[src/rtl/ycc_cap_pkg.sv]
`timescale 1ns/1ps
package ycc_cap_pkg;
  localparam int unsigned COMP_W = 8;
  typedef logic [COMP_W-1:0] comp_t;

  // Position within the single-lane Cb, Y, Cr, Y' cycle
  typedef enum logic [1:0] {
    SEQ_CB  = 2'd0,
    SEQ_YA  = 2'd1,
    SEQ_CR  = 2'd2,
    SEQ_YB  = 2'd3
  } nseq_e;

  function automatic comp_t luma_floor(comp_t v, comp_t lo);
    return (v < lo) ? lo : v;
  endfunction
endpackage

[src/rtl/ycc_slot_ctl.sv]
`timescale 1ns/1ps
module ycc_slot_ctl (
  input  logic clk2,
  input  logic rst,
  input  logic mode_wide,
  input  logic phase_clk,
  input  logic blank_dir_out,
  input  logic blank_sel,
  input  logic blank_in,
  input  logic win_req,
  output logic slot,
  output logic act,
  output logic blank_out
);
  logic upd;
  logic blank_q;
  logic blank_d;

  // Capture edges and output-update edges
  assign slot = mode_wide ? ~phase_clk : 1'b1;
  assign upd  = mode_wide ?  phase_clk : 1'b1;

  always_ff @(posedge clk2) begin
    if (rst) begin
      blank_q <= 1'b1;
      blank_d <= 1'b1;
    end else begin
      if (upd)  blank_q <= ~win_req;
      if (slot) blank_d <= blank_q;
    end
  end

  assign act       = blank_dir_out ? ~(blank_sel ? blank_q : blank_d) : ~blank_in;
  assign blank_out = blank_q;

  // blanking asserted out of reset
  a_r1_blank_reset: assert property (@(posedge clk2) rst |=> blank_out);
  // no change except on update edges
  a_r8_hold: assert property (@(posedge clk2) disable iff (rst)
    !upd |=> $stable(blank_out));
endmodule

[src/rtl/ycc_lane_demux.sv]
`timescale 1ns/1ps
module ycc_lane_demux
  import ycc_cap_pkg::*;
#(
  parameter comp_t Y_FLOOR = comp_t'(16),
  parameter comp_t C_ZERO  = comp_t'(128)
) (
  input  logic  clk2,
  input  logic  rst,
  input  logic  mode_wide,
  input  logic  slot,
  input  logic  act,
  input  comp_t lane_hi,
  input  comp_t lane_lo,
  output logic  vld,
  output comp_t y_q,
  output comp_t cb_q,
  output comp_t cr_q
);
  nseq_e seq;
  logic  wide_cr;

  always_ff @(posedge clk2) begin
    if (rst) begin
      seq     <= SEQ_CB;
      wide_cr <= 1'b0;
      vld     <= 1'b0;
      y_q     <= Y_FLOOR;
      cb_q    <= C_ZERO;
      cr_q    <= C_ZERO;
    end else begin
      vld <= 1'b0;
      if (slot) begin
        if (!act) begin
          seq     <= SEQ_CB;
          wide_cr <= 1'b0;
          cb_q    <= C_ZERO;
          cr_q    <= C_ZERO;
        end else if (mode_wide) begin
          y_q <= luma_floor(lane_hi, Y_FLOOR);
          vld <= 1'b1;
          if (wide_cr) cr_q <= lane_lo;
          else         cb_q <= lane_lo;
          wide_cr <= ~wide_cr;
        end else begin
          unique case (seq)
            SEQ_CB: cb_q <= lane_hi;
            SEQ_CR: cr_q <= lane_hi;
            default: begin
              y_q <= luma_floor(lane_hi, Y_FLOOR);
              vld <= 1'b1;
            end
          endcase
          seq <= nseq_e'(seq + 2'd1);
        end
      end
    end
  end

  // no output beat right after reset
  a_r1_valid_reset: assert property (@(posedge clk2) rst |=> !vld);
  // luma never below black floor on a beat
  a_r5_floor: assert property (@(posedge clk2) disable iff (rst)
    vld |-> (y_q >= Y_FLOOR));
  // narrow mode never emits two beats back to back
  a_r3_no_back_to_back: assert property (@(posedge clk2) disable iff (rst)
    (vld && !mode_wide) |=> !vld);
endmodule

[src/rtl/ycc422_capture.sv]
`timescale 1ns/1ps
module ycc422_capture
  import ycc_cap_pkg::*;
#(
  parameter int unsigned Y_FLOOR = 16,
  parameter int unsigned C_ZERO  = 128
) (
  input  logic                clk2,
  input  logic                rst,
  input  logic                mode_wide,
  input  logic                phase_clk,
  input  logic                blank_dir_out,
  input  logic                blank_sel,
  input  logic                blank_in,
  input  logic                win_req,
  input  logic [2*COMP_W-1:0] pix_in,
  output logic                blank_out,
  output logic                px_valid,
  output logic [COMP_W-1:0]   px_y,
  output logic [COMP_W-1:0]   px_cb,
  output logic [COMP_W-1:0]   px_cr
);
  localparam int unsigned PIN_W   = 2 * COMP_W;
  localparam comp_t       FLOOR_C = comp_t'(Y_FLOOR);
  localparam comp_t       ZERO_C  = comp_t'(C_ZERO);

  logic  slot;
  logic  act;
  comp_t lane_hi;
  comp_t lane_lo;

  assign lane_hi = pix_in[PIN_W-1:COMP_W];
  assign lane_lo = pix_in[COMP_W-1:0];

  ycc_slot_ctl u_slot (
    .clk2          (clk2),
    .rst           (rst),
    .mode_wide     (mode_wide),
    .phase_clk     (phase_clk),
    .blank_dir_out (blank_dir_out),
    .blank_sel     (blank_sel),
    .blank_in      (blank_in),
    .win_req       (win_req),
    .slot          (slot),
    .act           (act),
    .blank_out     (blank_out)
  );

  ycc_lane_demux #(
    .Y_FLOOR (FLOOR_C),
    .C_ZERO  (ZERO_C)
  ) u_demux (
    .clk2      (clk2),
    .rst       (rst),
    .mode_wide (mode_wide),
    .slot      (slot),
    .act       (act),
    .lane_hi   (lane_hi),
    .lane_lo   (lane_lo),
    .vld       (px_valid),
    .y_q       (px_y),
    .cb_q      (px_cb),
    .cr_q      (px_cr)
  );

  // in wide mode a beat only follows a phase-low edge
  a_r2_wide_phase: assert property (@(posedge clk2) disable iff (rst)
    (px_valid && $past(mode_wide)) |-> !$past(phase_clk));
endmodule

[config.mk]
export PLATFORM = sky130hd
export DESIGN_NAME = ycc422_capture
export DESIGN_NICKNAME = d
export VERILOG_FILES = /design/src/rtl/ycc_cap_pkg.sv /design/src/rtl/ycc_slot_ctl.sv /design/src/rtl/ycc_lane_demux.sv /design/src/rtl/ycc422_capture.sv
export SDC_FILE = /design/constraint.sdc
export NUM_CORES = 1
export LEC_CHECK = 0
export ABC_CLOCK_PERIOD_IN_PS = 3540
export CORE_ASPECT_RATIO = 1.1
export CORE_MARGIN = 4
export CORE_UTILIZATION = 64
export DETAILED_ROUTE_END_ITERATION = 6
export DONT_BUFFER_PORTS = 1
export GPL_TIMING_DRIVEN = 0
export PLACE_DENSITY = 0.89
export SYNTH_ARGS = -nofsm -noshare
export SYNTH_HDL_FRONTEND = slang
export SYNTH_SLANG_ARGS = --single-unit
[constraint.sdc]
create_clock -name clk2 -period 3.54 [get_ports clk2]
set_input_delay 0.885 -clock clk2 [delete_from_list [all_inputs] [get_ports clk2]]
set_output_delay 0.885 -clock clk2 [all_outputs]
set_load 0.05 [all_outputs]
==> Word-level counts from Yosys, hierarchy flattened <==
Cells that the tools add are included.
{ "word_totals": {"ff_bits": 30, "latchBits": 0, "mem_bits_rw": 0, "romBits": 0, "input_bits": 24, "word_cells": 54, "n_memories": 0} }
{ "classes": {"n_addsub": 1, "mul": 0, "div": 0, "magnitude_cmp": 1, "n_eq_ne": 8, "n_shift": 0, "n_mux": 21, "bitwise_logic": 7, "n_reduce_logical": 8} }
{ "ops": {"columns": ["op", "count"], "rows": [
  ["$mux 8", 11],
  ["$ne 3x3->1 const B", 4],
  ["$reduce_and 3->1", 3],
  ["$lt 8x5->1 const B", 1],
  ["$mux 1", 8],
  ["$not 1->1", 7],
  ["$mux 2", 2],
  ["$ne 2x2->1 const B", 2],
  ["$reduce_and 2->1", 2],
  ["$reduce_or 3->1", 1],
  ["$add 2x1->2 const B", 1],
  ["$eq 2x2->1 const B", 1],
  ["$logic_not 2->1", 1],
  ["$ne 2x1->1 const B", 1],
  ["$reduce_or 2->1", 1]
]} }

==> Depth between registers and ports, before layout <==
Gate-level depths: netlist of run 1.
{ "depth": {"depth_word": 5, "mapped_depth": 7} }

==> Modules after synthesis <==
A second synthesis of run 1 with hierarchy kept.
{ "unflattened": {"cells_unflattened": 126, "hier_area_um2": 1367.6} }
{ "by_module_without_submodules": {"columns": ["module", "n_inst", "cells_per_inst", "area_per_inst_um2", "seq_area_each_um2"], "rows": [
  ["ycc_lane_demux", 1, 114, 1266.2, 560.5],
  ["ycc_slot_ctl", 1, 12, 101.3, 40.0]
]} }

==> Worst setup path before layout of run 1 <==
OpenSTA, ideal clock, no wires.
{ "synth_path": {"kind": "input to register", "from": "input blank_dir_out", "to": "register u_demux.cr_q[0]", "setup_time_ns": 0.121, "arrival_ns": 2.030, "t_required_ns": 3.419, "setup_slack_ns": 1.389, "path_stages": 5, "path_buffers": 1, "path_cell_list": "buf_4 nor2_1 a21oi_2 o311ai_4 mux2_2"} }
{ "synth_between": {"elab_chain_len": 3, "word_cells_on_any_way": 5} }
{ "synth_rtl": {"columns": ["item", "line", "source"], "rows": [
  ["from (decl)", "ycc422_capture.sv:12", "input logic blank_dir_out,"],
  ["$mux 1 *", "ycc_slot_ctl.sv:33", "assign act = blank_dir_out ? ~(blank_sel ? blank_q : blank_d) : ~blank_in;"],
  ["$ne 3x3->1 (no source line)", null, null],
  ["$reduce_and 3->1 (no source line)", null, null],
  ["to (signal assigned)", "ycc_lane_demux.sv:42", "if (wide_cr) cr_q <= lane_lo;"],
  ["to (signal assigned)", "ycc_lane_demux.sv:48", "SEQ_CR: cr_q <= lane_hi;"],
  ["to (decl)", "ycc_lane_demux.sv:18", "output comp_t cr_q"]
]} }
Every way passes the cells marked *; elsewhere a longest branch is shown, timed or not.
A chain may end at the register's enable or synchronous reset.

==> Worst setup path after layout of run 1 <==
{ "layout_path": {"from": "input blank_dir_out", "to": "register u_demux.cr_q[4]"} }
The elaborated chain is that of the path after synthesis.

==> results of run 1 <==
where the power goes:
group | switching, uW | leakage, uW | internal [uW]
Clock | 111 | 0.0000443 | 164
Sequential | 69.3 | 0.000245 | 355
Combinational | 47.8 | 0.000334 | 45.2
layout by cell type, fill, tap and decap left out, types with 2 or more instances in the layout:
| master | n |
|---|---|
| dfxtp_1 | 30 |
| nor2b_1 | 18 |
| mux2_2 | 15 |
| nor2_1 | 15 |
| mux2i_1 | 12 |
| nand2b_1 | 7 |
| o21ai_0 | 7 |
| clkbuf_4 | 5 |
| nand2_1 | 4 |
| a21oi_1 | 4 |
| nand3_1 | 4 |
| nor3_1 | 3 |
| inv_1 | 2 |
| buf_4 | 2 |
| a211o_1 | 2 |
| buf_6 | 2 |
| buf_2 | 2 |
| clkbuf_1 | 2 |
| o32ai_1 | 2 |
| ha_1 | 2 |
metrics by stage:
stage | util [%] | setup slack [ns] | power [uW] | hold slack (ns)
after floorplan | - | 1.39 | 506 | 0.456
after CTS | 71.9 | 1.54 | 800 | 0.499
final | 71.9 | 1.53 | 793 | 0.502
after detailed placement | 68.3 | 1.19 | 526 | 0.485
after global placement | 68.3 | 1.25 | 520 | 0.468
after global routing | 71.9 | 1.45 | 827 | 0.525
cells in the mapped netlist (2+ instances only):
cell type / number / area share (%)
o21ai_0: 7 / 2.3
clkbuf_1: 2 / 0.50
nor3_1: 3 / 1.0
nand3_1: 4 / 1.3
mux2i_1: 12 / 8.0
dfxtp_1: 30 / 40
buf_4: 2 / 1.0
o32ai_1: 2 / 1.2
a21oi_1: 4 / 1.3
nand2_1: 4 / 1.0
inv_1: 2 / 0.50
a211o_1: 2 / 1.2
nor2b_1: 18 / 7.5
ha_1: 2 / 1.7
buf_6: 2 / 1.5
nand2b_1: 7 / 2.9
mux2_2: 15 / 11
buf_2: 2 / 0.67
nor2_1: 15 / 3.8
cells by family after synthesis:
family	count (synthesis)	share of synthesized area [%]
AOI/OAI and AO/OA	22	12.7
adders and majority gates	2	1.67
buffers and inverters	10	4.17
DFF	30	40.0
muxes	28	20.2
and+or+nand+nor	58	21.3
final cells by class:
class | count | area, sq um
fill | 171 | 633
multi-input combinational | 110 | 837
sequential | 30 | 601
clock buffer | 6 | 51.3
tap | 30 | 37.5
buffer | 8 | 55.1
clock inverter | 1 | 30.0
inverter | 2 | 7.51
tightest hold or removal path: stages (launching register included):
cell and delay [ns]:
dfxtp_1 0.33, nand2_1 0.06, o32ai_1 0.06
registers in the layout, indices dropped and copies added (netlist names):
name and cells:
u_demux.cb_q 8, u_demux.cr_q 8, u_demux.y_q 8, u_demux.seq 2
u_demux.vld 1, u_demux.wide_cr 1, u_slot.blank_d 1, u_slot.blank_out 1
layer usage:
metal	track usage, %	up-vias
li1	-	540
met1	26.9	511
met2	35.2	61
met3	11.1	7
met4	10.7	0
met5	0	-
worst max-delay path by stage:
| stage | cells past startpoint | endpoint |
|---|---|---|
| 6_report | 5 | u_demux.cr_q[4]$_SDFFE_PP0P_ |
| 5_1_grt | 4 | u_demux.cr_q[0]$_SDFFE_PP0P_ |
| 4_1_cts | 5 | u_demux.cr_q[6]$_SDFFE_PP0P_ |
| 3_5_place_dp | 5 | u_demux.cr_q[3]$_SDFFE_PP0P_ |
| 3_3_place_gp | 5 | u_demux.cr_q[2]$_SDFFE_PP0P_ |
| 2_1_floorplan | 5 | u_demux.cr_q[0]$_SDFFE_PP0P_ |
==> impl_results.rst, run 1 <==
.. list-table::
   :header-rows: 1

   * - Metric
     - Value
   * - Final Critical Period
     - 2.01 ns
   * - Cell area after technology mapping
     - between 1500 and 2000 sq um
   * - Total length of routed wires
     - 3.22 mm
   * - Relative area change from synthesis to final layout
     - 7.92%
   * - Max clock buf depth
     - 2
   * - Fraction of final layout cells with drive strength greater than 1
     - 22.9%
   * - Pin count of the biggest net entering global routing
     - 11
   * - Non-Filler Instances
     - 187
   * - Highest metal layer used by the detailed router
     - met4
   * - Final cycle utilization of the critical path
     - 56.8%
   * - Post-route setup TNS
     - 0 ns
   * - Most used DFF post-synth
     - dfxtp_1
   * - Gate count of the mapped netlist
     - 150
   * - Leak Pwr
     - 0.000624 uW
   * - Setup Viol. Count Final
     - 0
   * - Via density
     - ~6
   * - Total track usage
     - 23.1%
   * - Maximum clock frequency
     - ~500 MHz
   * - Worst-path maximum fanout
     - 9
   * - CTS-repair resized insts
     - 0
   * - Number of antenna violations at the first check in global routing
     - 0
   * - Clock buffer count from CTS
     - 5
   * - Number of nets at the end of the flow
     - 183
   * - DP Cell Count
     - 180
   * - RSZ-0062 raised after global routing
     - no
   * - Post-Syn Nets
     - 176
   * - Vertical die dimension
     - 58.8 um
   * - Least-Margin Pin Slew
     - 0.593 ns
   * - Area post-placement
     - 1540 sq um
   * - Buffer cell driving the clock tree root
     - clkbuf_4
   * - H-tree levels
     - 2
   * - Later-pin clock latency in the skew report
     - 0.33 ns
   * - Setup repair bufs after CTS
     - 0
   * - Last weighted congestion value of the routability-driven placer
     - a little over 0.9
   * - Wire length of the first global-routing pass
     - 5.19 mm
   * - Ys Warns
     - 0
   * - Detailed Route Iter0 Violations
     - 29
   * - Fraction of registers with async set or reset after synthesis
     - 0%
   * - Post-synthesis register bit count
     - 30
   * - Critical Path AT
     - 2.23 ns
   * - Worst path slowest cell
     - o311ai_4
   * - HP Start
     - u_demux.seq[1]$_SDFFE_PP0P_
   * - Detailed placer's ending HPWL
     - 2.49 mm
   * - CTS Hold Bufs
     - 0
   * - Required time at the worst-slack endpoint
     - about 3.8 ns
   * - Kind of cell adding the most delay to the critical path
     - compound AO/OA/AOI/OAI gates
   * - Kind of capture point of the worst setup path
     - register
   * - Count of maximum capacitance violations
     - 0
   * - Delay of the slowest cell on the worst path
     - 0.50 ns
   * - Worst path bufs/invs
     - 1
   * - GRT overflow
     - 0
   * - Worst setup path class
     - input port to register
   * - Number of placed I/O pins
     - 50
   * - Clock-pin slew on the worst setup and hold paths
     - 0.09 ns
   * - VDD IR max
     - 0.470 mV
   * - Number of hold-slack violations in the final timing report
     - 0
   * - Routed metal-1 wire length
     - 1.28 mm
   * - Detailed route wirelength on metal3
     - approximately 340 um
   * - Critical Path Source
     - blank_dir_out
   * - Power per cell area
     - 490 nW/um^2
   * - Area of the core
     - 2250 sq um
   * - Die ar.
     - ~3200 sq um
   * - Post-synthesis sequential area ratio
     - 40.0%
   * - Number of buffer cells added on primary ports
     - 0
   * - Mean area per synthesized cell
     - 10.0 sq um
   * - Count of flip-flops with a built-in enable after synthesis
     - 0
   * - Count of nets left with antenna violations after detail routing
     - 0
   * - Final design area excluding fillers
     - 1620 sq um
   * - Maximum clock skew at final layout
     - 0.00748 ns
   * - Setup crit start kind
     - input port
   * - Clock tree from TritonCTS
     - yes
   * - Metal2 WL
     - 1.53 mm
   * - Antenna diode count
     - 0
   * - Synth unique cells
     - 34
   * - Die X-Extent
     - 54.2 um
   * - Starting density of the core
     - 66.6%
   * - Rel. slew slack
     - 60.4%
   * - Cell depth of the worst flop-to-flop path
     - 4
   * - Reg2Reg Launch Point
     - u_slot.blank_out$_SDFFE_PP1P_
   * - Number of remaining DRC errors
     - 0
   * - Number of pins with negative max-slew slack in the final report
     - 0
   * - R2R setup slack
     - approximately 1.6 ns
   * - Worst flop-to-flop path endpoint
     - u_demux.cr_q[4]$_SDFFE_PP0P_
   * - Average wire per cell in the routed design
     - 17.2 um
   * - Row count
     - 18
   * - Via count of the routed design
     - 1119
   * - Path type of the worst min-delay path
     - register to register
   * - Number of sinks driven by the clock tree
     - 30
   * - Sequence of cells on the critical path
     - buf_4 -> nor2_1 -> a21oi_2 -> o311ai_4 -> mux2_2
   * - Number of global-route vias before repair
     - 1149
   * - Worst Hold Path Cells
     - 2
   * - First-pass detailed-route iteration total
     - 4
   * - Worst Hold Endpoint
     - u_demux.seq[1]$_SDFFE_PP0P_
   * - Result of the run
     - finished clean
No activity file was read; power rests on OpenSTA's default activity.
==> run 2, diff against run 1 <==
ABC_CLOCK_PERIOD_IN_PS = 1900   (was 3540)
CORE_UTILIZATION = 61   (was 64)
PLACE_DENSITY = 0.86   (was 0.89)
clock period = 1.9 ns   (was 3.54 ns; I/O delays follow)
==> run 2 against run 1 <==
  * Die area is 4.2% higher
  * First-iteration DRC count is 21% lower
  * Flip-flop and latch count stayed put
==> impl_results.rst, run 2 (synthesis results as in run 1) <==
.. list-table::
   :header-rows: 1

   * - Metric
     - Value
   * - Path type of the worst min-delay path
     - input port to register
   * - Area post-placement
     - 1540 sq um (unchanged)
   * - Number of global-route vias before repair
     - 1234 (+7.4%)
   * - Later-pin clock latency in the skew report
     - 0.34 ns (about the same)
   * - Final design area excluding fillers
     - 1660 sq um (+2.5%)
   * - Rel. slew slack
     - 64.3% (+3.9 points)
   * - Die X-Extent
     - 55.3 um (+2.1%)
   * - Post-placement worst setup slack
     - -0.0741 ns (-1.26 ns)
   * - Maximum clock frequency
     - approximately 550 MHz
   * - Number of remaining DRC errors
     - 0 (unchanged)
   * - VDD IR max
     - 0.801 mV (+70%)
   * - Final Critical Period
     - 1.81 ns
   * - Total track usage
     - 22.3% (-0.82 points)
   * - Final cycle utilization of the critical path
     - 95.1%
   * - Count of maximum capacitance violations
     - 0 (unchanged)
   * - Average wire per cell in the routed design
     - 17.9 um (+4.2%)
   * - Worst setup path class
     - register to register
   * - Result of the run
     - finished clean
   * - Regs by FF count
     - u_demux.cb_q x8, u_demux.cr_q x8, u_demux.y_q x8
   * - Detailed placer's ending HPWL
     - 2.65 mm (+6.3%)
   * - Critical Path AT
     - 2.04 ns (-0.19 ns)
   * - Vertical die dimension
     - 60.0 um (+2.1%)
   * - Clock buffer count from CTS
     - 5 (unchanged)
   * - Worst-path maximum fanout
     - 8 (-1)
   * - Via count of the routed design
     - 1132 (+1.2%)
   * - Sequence of cells on the critical path
     - mux2i_2 -> nand2_1 -> o211ai_2 -> mux2_2
   * - Leak Pwr
     - 0.000643 uW (+3.1%)
   * - Number of pins with negative max-slew slack in the final report
     - 0 (unchanged)
   * - Delay of the slowest cell on the worst path
     - 0.47 ns (-0.03 ns)
   * - Kind of cell adding the most delay to the critical path
     - multiplexers
   * - Number of nets at the end of the flow
     - 186 (+1.6%)
   * - Max clock buf depth
     - 2 (unchanged)
   * - Setup Viol. Count Final
     - 0 (unchanged)
   * - Setup crit start kind
     - register
   * - Worst path bufs/invs
     - 0 (-1)
   * - Pin count of the biggest net entering global routing
     - 11 (unchanged)
   * - Maximum clock skew at final layout
     - 0.00994 ns (+0.00246 ns)
   * - Last weighted congestion value of the routability-driven placer
     - 0.920 (about the same)
   * - Antenna diode count
     - 0 (unchanged)
   * - Wire length of the first global-routing pass
     - 5.61 mm (+8.1%)
   * - GRT overflow
     - 0 (unchanged)
   * - Row count
     - 18 (unchanged)
   * - Starting density of the core
     - 65.3% (-1.3 points)
   * - Worst path slowest cell
     - o211ai_2
   * - H-tree levels
     - 2 (unchanged)
   * - Die ar.
     - 3320 sq um (+4.2%)
   * - Area of the core
     - 2300 sq um (+2.0%)
   * - Overall power
     - 1490 uW (+88%)
   * - Clock tree from TritonCTS
     - yes
   * - RSZ-0062 raised after global routing
     - no
   * - Most common cell after layout, fill and taps aside
     - dfxtp_1
   * - Fraction of final layout cells with drive strength greater than 1
     - 26.7% (+3.8 points)
   * - Relative area change from synthesis to final layout
     - 10.6%
   * - Total length of routed wires
     - 3.42 mm (+6.5%)
   * - Number of sinks driven by the clock tree
     - 30 (unchanged)
   * - Detailed Route Iter0 Violations
     - 23 (-21%)
   * - Number of hold-slack violations in the final timing report
     - 0 (unchanged)
   * - Post-route setup TNS
     - 0 ns (unchanged)
   * - Power per cell area
     - 898 nW/um^2 (+83%)
   * - Kind of capture point of the worst setup path
     - register
   * - Buffer cell driving the clock tree root
     - clkbuf_4
   * - Slack of the critical path
     - 0.0939 ns (-1.44 ns)
   * - Least-Margin Pin Slew
     - 0.534 ns (-0.0586 ns)
   * - Number of placed I/O pins
     - 50 (unchanged)
   * - Via density
     - 5.93 (-0.96%)
   * - First-pass detailed-route iteration total
     - 5 (+1)
   * - Number of antenna violations at the first check in global routing
     - 0 (unchanged)
   * - Commonest cells after routing, fill and taps aside
     - dfxtp_1, nor2b_1, mux2_2, nor2_1, mux2i_1
   * - Required time at the worst-slack endpoint
     - 2.13 ns (-1.63 ns)
   * - Clock-pin slew on the worst setup and hold paths
     - 0.10 ns (about the same)
   * - Count of nets left with antenna violations after detail routing
     - 0 (unchanged)
   * - Number of buffer cells added on primary ports
     - 0 (unchanged)
==> run 2: layout make-up <==
type	count	area (sq um)
buffer	8	55.1
clock inverter	3	40.0
sequential	30	603
timing repair buffer	3	38.8
inverter	2	7.51
fill	176	638
tap	30	37.5
clock buffer	5	37.5
multi-input combinational	110	840
==> run 2: where the power goes <==
part           switching [uW]  total, uW  internal [uW]
clock                     234        506            272
combinational            93.7        191           97.5
sequential                130        793            663
total                     457       1490           1030
==> run 2: layer usage <==
metal / global-route usage [%] / wire length (um) / part of all wire, %
met4: 12.2 / 59 / 1.7
met1: 22.9 / 1290 / 38
met5: 0 / 0 / 0
met2: 38.3 / 1680 / 49
met3: 10.2 / 394 / 12
==> run 2: path summary, 6_finish.rpt <==
check                                                     to  slack [ns]                          start  cells after the start
worst min-delay path             u_demux.y_q[2]$_SDFFE_PP0P_        0.28                     pix_in[10]                      2
worst max-delay path            u_demux.cb_q[2]$_SDFFE_PP0P_        0.09  u_slot.blank_out$_SDFFE_PP1P_                      4
worst min register to register   u_demux.seq[0]$_SDFFE_PP0P_        0.48    u_demux.seq[0]$_SDFFE_PP0P_                      1
worst max register to register  u_demux.cb_q[2]$_SDFFE_PP0P_        0.09  u_slot.blank_out$_SDFFE_PP1P_                      4
==> run 2: stage by stage <==
stage / hold slack, ns / util (%) / std cells
global route: 0.300 / 72.2 / 191
floorplan: 0.456 / - / 150
finish: 0.277 / 72.2 / 191
detailed placement: 0.489 / 66.9 / 180
global placement: 0.470 / 66.9 / 180
CTS: 0.272 / 71.9 / 191
==> run 2: what timing repair did <==
| item | in CTS | in global routing |
|---|---|---|
| hold buffers | 0 | 0 |
| endpoints found under the setup margin | 21 | 8 |
| hold endpoints to repair | 0 | 0 |
| setup buffers | 3 | 0 |
| resized for setup | 1 | 3 |
| pin swaps | 2 | 0 |
